`src/rtl/ivc_pkg.sv`:
```
package ivc_pkg;

    localparam int NUM_SRC   = 9;
    localparam int NUM_SLOT  = 8;
    localparam int SLOT_W    = $clog2(NUM_SLOT);
    localparam int SRC_W     = $clog2(NUM_SRC);
    localparam int EN_W      = NUM_SLOT / 2;
    localparam int ADDR_W    = 12;
    localparam int SHARED    = NUM_SLOT - 1;

    typedef enum logic [SRC_W-1:0] {
        SRC_EXT0 = 4'd0,
        SRC_EXT1 = 4'd1,
        SRC_TMR1 = 4'd2,
        SRC_TMR2 = 4'd3,
        SRC_TMR3 = 4'd4,
        SRC_TMR5 = 4'd5,
        SRC_ADC  = 4'd6,
        SRC_TMR4 = 4'd7,
        SRC_SER  = 4'd8
    } src_e;

    typedef struct packed {
        logic              valid;
        logic [SLOT_W-1:0] slot;
    } grant_t;

    // Slot that owns the enable bit of a given flag index.
    function automatic int slot_of_src(input int src);
        return (src < NUM_SLOT) ? src : SHARED;
    endfunction

    // Vector address: page number above the page offset, two words per slot.
    function automatic logic [ADDR_W-1:0] slot_vector(
        input logic [SLOT_W-1:0] slot,
        input int                page_num,
        input int                page_bits
    );
        logic [ADDR_W-1:0] base;
        base = ADDR_W'(page_num) << page_bits;
        return base | ADDR_W'({slot, 1'b0});
    endfunction

endpackage

```
`src/rtl/ivc_flag_bank.sv`:
```
module ivc_flag_bank #(
    parameter int N = ivc_pkg::NUM_SRC
) (
    input  logic         clk,
    input  logic         rst,
    input  logic [N-1:0] set_i,
    input  logic [N-1:0] clr_i,
    output logic [N-1:0] flag_o
);
    for (genvar i = 0; i < N; i++) begin : g_flag
        always_ff @(posedge clk) begin
            if (rst)
                flag_o[i] <= 1'b0;
            else if (set_i[i])
                flag_o[i] <= 1'b1;
            else if (clr_i[i])
                flag_o[i] <= 1'b0;
        end
    end
endmodule

```
`src/rtl/ivc_slot_mux.sv`:
```
module ivc_slot_mux
    import ivc_pkg::*;
(
    input  logic [NUM_SRC-1:0]  flag_i,
    input  logic                sel_i,
    output logic [NUM_SLOT-1:0] req_o
);
    for (genvar s = 0; s < NUM_SLOT; s++) begin : g_slot
        if (s == SHARED) begin : g_shared
            assign req_o[s] = sel_i ? flag_i[SRC_SER] : flag_i[SRC_TMR4];
        end else begin : g_direct
            assign req_o[s] = flag_i[s];
        end
    end
endmodule

```
`src/rtl/ivc_prio_enc.sv`:
```
module ivc_prio_enc
    import ivc_pkg::*;
(
    input  logic [NUM_SLOT-1:0] req_i,
    output grant_t              grant_o
);
    always_comb begin
        grant_o = '0;
        for (int i = NUM_SLOT - 1; i >= 0; i--) begin
            if (req_i[i]) begin
                grant_o.valid = 1'b1;
                grant_o.slot  = SLOT_W'(i);
            end
        end
    end
endmodule

```
`src/rtl/ivc_skip_unit.sv`:
```
module ivc_skip_unit
    import ivc_pkg::*;
(
    input  logic                skip_req_i,
    input  logic [SRC_W-1:0]    skip_src_i,
    input  logic [NUM_SRC-1:0]  flag_i,
    input  logic [NUM_SLOT-1:0] slot_en_i,
    output logic [NUM_SRC-1:0]  clr_o,
    output logic                hit_o
);
    for (genvar i = 0; i < NUM_SRC; i++) begin : g_src
        localparam int EN_IDX = slot_of_src(i);
        assign clr_o[i] = skip_req_i && (skip_src_i == SRC_W'(i))
                        && flag_i[i] && !slot_en_i[EN_IDX];
    end
    assign hit_o = |clr_o;
endmodule

```
`src/rtl/ivc_top.sv`:
```
module ivc_top
    import ivc_pkg::*;
#(
    parameter int PAGE_NUM  = 1,
    parameter int PAGE_BITS = 7
) (
    input  logic                clk,
    input  logic                rst,
    input  logic [NUM_SRC-1:0]  evt_pulse,
    input  logic                en_wr_a,
    input  logic                en_wr_b,
    input  logic [EN_W-1:0]     en_wdata,
    input  logic                slot_sel,
    input  logic                cmd_ei,
    input  logic                cmd_di,
    input  logic                skip_req,
    input  logic [SRC_W-1:0]    skip_src,
    output logic                skip_hit,
    output logic                take,
    output logic [ADDR_W-1:0]   vector,
    output logic                gie,
    output logic [NUM_SRC-1:0]  flags
);
    logic [EN_W-1:0]     en_a_q, en_b_q;
    logic [NUM_SLOT-1:0] slot_en, slot_req, slot_arm;
    logic [NUM_SRC-1:0]  take_clr, skip_clr, flag_clr;
    grant_t              grant;

    always_ff @(posedge clk) begin
        if (rst) begin
            en_a_q <= '0;
            en_b_q <= '0;
        end else begin
            if (en_wr_a) en_a_q <= en_wdata;
            if (en_wr_b) en_b_q <= en_wdata;
        end
    end
    assign slot_en = {en_b_q, en_a_q};

    always_ff @(posedge clk) begin
        if (rst)         gie <= 1'b0;
        else if (take)   gie <= 1'b0;
        else if (cmd_ei) gie <= 1'b1;
        else if (cmd_di) gie <= 1'b0;
    end

    ivc_flag_bank #(.N(NUM_SRC)) u_flags (
        .clk    (clk),
        .rst    (rst),
        .set_i  (evt_pulse),
        .clr_i  (flag_clr),
        .flag_o (flags)
    );

    ivc_slot_mux u_mux (
        .flag_i (flags),
        .sel_i  (slot_sel),
        .req_o  (slot_req)
    );

    assign slot_arm = slot_req & slot_en;

    ivc_prio_enc u_prio (
        .req_i   (slot_arm),
        .grant_o (grant)
    );

    assign take   = gie && grant.valid;
    assign vector = slot_vector(grant.slot, PAGE_NUM, PAGE_BITS);

    // Map the winning slot back to the flag it consumes.
    always_comb begin
        take_clr = '0;
        if (take) begin
            for (int s = 0; s < SHARED; s++)
                if (grant.slot == SLOT_W'(s)) take_clr[s] = 1'b1;
            if (grant.slot == SLOT_W'(SHARED)) begin
                if (slot_sel) take_clr[SRC_SER]  = 1'b1;
                else          take_clr[SRC_TMR4] = 1'b1;
            end
        end
    end

    ivc_skip_unit u_skip (
        .skip_req_i (skip_req),
        .skip_src_i (skip_src),
        .flag_i     (flags),
        .slot_en_i  (slot_en),
        .clr_o      (skip_clr),
        .hit_o      (skip_hit)
    );

    assign flag_clr = take_clr | skip_clr;
endmodule

```
`config.mk`:
```
export PLATFORM = sky130hd
export DESIGN_NAME = ivc_top
export DESIGN_NICKNAME = d
export VERILOG_FILES = /design/src/rtl/ivc_pkg.sv /design/src/rtl/ivc_flag_bank.sv /design/src/rtl/ivc_slot_mux.sv /design/src/rtl/ivc_prio_enc.sv /design/src/rtl/ivc_skip_unit.sv /design/src/rtl/ivc_top.sv
export SDC_FILE = /design/constraint.sdc
export NUM_CORES = 1
export LEC_CHECK = 0
export ABC_AREA = 1
export BUFFER_PORTS_ARGS = -buffer_cell sky130_fd_sc_hd__buf_2
export CAP_MARGIN = 10
export CORE_UTILIZATION = 50
export DETAILED_ROUTE_END_ITERATION = 8
export PLACE_DENSITY = 0.84
export SYNTH_ARGS = -nofsm -noshare
export SYNTH_HDL_FRONTEND = slang
export SYNTH_HIERARCHICAL = 1
export SYNTH_SLANG_ARGS = --single-unit
```
`constraint.sdc`:
```
create_clock -name clk -period 1.8 [get_ports clk]
set_input_delay 0.18 -clock clk [delete_from_list [all_inputs] [get_ports clk]]
set_output_delay 0.18 -clock clk [all_outputs]
set_load 0.01 [all_outputs]
```
==> results.json <==
{
  "area.growth.synth_to_final_pct": 16.2,
  "run_status": "finished clean",
  "die_h_um": 55.4,
  "post_synth_num_cell_types": 22,
  "detail_route.iter0.violations": 49,
  "ys_async_sr_fraction_pct": 0,
  "drtPass1Iterations": 4,
  "combPwrFrac_pct": 27.9,
  "fmax_ghz": 0.558,
  "total_drc_errors_in_the_routed_layout": 0,
  "place_ws_ns": 0.0671,
  "power_density_nw_per_um2": 600,
  "vias_per_cell": 4.52,
  "critical_path_required_ns": 1.62,
  "timing.setup.tns_ns": 0,
  "critical_path.max_fanout": 2,
  "switching_share_pct": 33.7,
  "first_global_vias": 1169,
  "post-route-worst-setup-slack_ns": 0.00633,
  "io_pins": 49,
  "grt_setup_unrepaired": "true",
  "h-tree-depth": 1,
  "finalWeightedCongestion": 0.869,
  "grt.total_usage_pct": 20.6,
  "hold_viol_final": 0,
  "drt_wl_total_um": 3060,
  "antenna_cells_inserted": 0,
  "cp.arrival_ns": 1.61,
  "dominantRegCellSynth": "dfxtp_1",
  "grt_max_degree": 11,
  "synth_largest_type_area_fraction_pct": 25.2,
  "setup_viol": 0,
  "dpl-instance-area_um2": 1580,
  "finalNonFillerCells": 317,
  "clock_tree.root_cell": "clkbuf_4",
  "grt_overflow": 0,
  "netlist_top_cells_count": "63 x nand2_1, 59 x inv_1, 39 x nor2_1",
  "drt.antenna.violating_nets": 0,
  "min_path_cells": 3,
  "nNetsFinal": 312,
  "tritoncts.num_buffers": 3,
  "report.final.slew_viol_count": 0,
  "numClockSinks": 18,
  "start_util_pct": 52.2,
  "place.detailed.hpwl_um": 2410,
  "syn_area_per_cell_um2": 5.71,
  "clk-insertion-delay-late_ns": 0.31,
  "most_instantiated_library_cell_after_synthesis": "nand2_1",
  "synth-edff-count": 0,
  "p_switching_mw": 0.335,
  "cts_tree": "built",
  "die_area_um2": 3070,
  "dp.cells": 312,
  "path_clk_slew_ns": 0.12,
  "gr-max-usage-layer": "met2",
  "leakagePower_nw": 1.00,
  "timing.setup.critical_path_class": "reg -> out",
  "netlist.top_cell.by_area": "dfxtp_1",
  "ff2ff_path_depth": 15,
  "crit_path_end_kind": "primary output",
  "netlist_top_cells_area": "dfxtp_1 25%, nand2_1 17%, inv_1 16%",
  "share_clk_of_total_power_pct": 26.5,
  "peakVddDrop_mv": 0.453,
  "cts_hold_buffers": 0,
  "timing.hold.worst.class": "in -> reg",
  "std_cell_rows": 19,
  "timing.final.crit_share_pct": 99.6,
  "start_kind": "flop",
  "holdWs_ns": 0.0824,
  "routed_wire_length_per_instance_um": 9.66,
  "antenna_found_initial": 0,
  "drv.max_cap_violation_count": 0,
  "ys_ff_latch": 18,
  "seqPwrFrac_pct": 45.6,
  "ys_warn_count": 6,
  "port_buffers": 39,
  "gr-usage-met2_pct": 35.5,
  "syn-instance-count": 250,
  "internal-power_mw": 0.661,
  "design_area_um2": 1660,
  "syn_area_um2": 1430,
  "global_route.usage.met1_pct": 25.6,
  "power_mw": 0.996,
  "num_vias": 1432,
  "placeableCoreArea_um2": 2730,
  "die_x_um": 55.4,
  "period_minus_slack_ns": 1.79,
  "met3_usage_pct": 3.04,
  "wire_length_of_the_first_global_routing_pass_um": 4970,
  "finish.utilization_pct": 60.7,
  "clock_tree.buffer_depth": 2,
  "share_of_final_layout_standard_cells_stronger_than_drive_strength_1_pct": 28.7,
  "ys_seq_area_share_pct": 25.2,
  "fin_skew_ns": 0.0175
}
[area by class of cell]
cell class                 count  area [um^2]
clock buffer                   4         36.3
fill                         278         1070
inverter                      66          248
multi-input combinational    155          741
sequential                    18          364
tap                           31         38.8
timing repair buffer          43          231
[worst paths after layout]
path,start,end,slack [ns]
setup reg to reg,u_flags/flag_o[7],u_flags/flag_o[0],0.05
hold reg to reg,u_flags/flag_o[1],u_flags/flag_o[1],0.51
hold / removal,cmd_ei,gie,0.08
setup / recovery,u_flags/flag_o[7],take,0.006
[state kept, by name, indices dropped and copies added (netlist names)]
name,count
en_a_q,4
en_b_q,4
u_flags/flag_o,9
gie,1
[cells in the final DEF (no fill, tap or decap), types with 6 or more instances in the layout]
cell type   n
a21oi_2     9
buf_2      38
conb_1      9
dfxtp_1    15
inv_1      57
inv_2       9
nand2_1    60
nand3_1    11
nor2_1     39
o21ai_1     6
[cells by family after synthesis]
family                 after synthesis  synth area share (%)
and+or+nand+nor                    126                  37.7
AOI/OAI and AO/OA                   20                  9.47
DFF                                 18                  25.2
buffers and inverters               84                  27.1
other                                2                 0.526
[metal layers]
layer | share of wire [%] | up-vias
met4 | 1.7 | 0
met2 | 47 | 49
met5 | 0 | -
met3 | 5.4 | 5
met1 | 46 | 609
li1 | - | 769
[critical path: stages, from the launching register on]
cell and delay [ns]:
dfxtp_2 0.34, nand2_1 0.05, nand2_1 0.05, nand2_1 0.08, inv_2 0.04, or2_1 0.23, nor3_2 0.16, nand2_1 0.12
nand2_4 0.09, inv_2 0.03, buf_6 0.11
[repair_timing]
action | 4_1_cts | 5_1_grt
setup endpoints to repair | 2 | 13
setup buffers | 1 | 0
pin swaps | 7 | 4
gates resized for setup | 4 | 8
[power by group through the flow]
stage          clock, mW  sequential [mW]  combinational (mW)
3_5_place_dp           0            0.462               0.260
4_1_cts            0.270            0.454               0.266
2_1_floorplan          0            0.467               0.190
6_report           0.264            0.454               0.278
3_3_place_gp           0            0.462               0.255
5_1_grt            0.284            0.458               0.308
No activity file was read; power rests on OpenSTA's default activity.
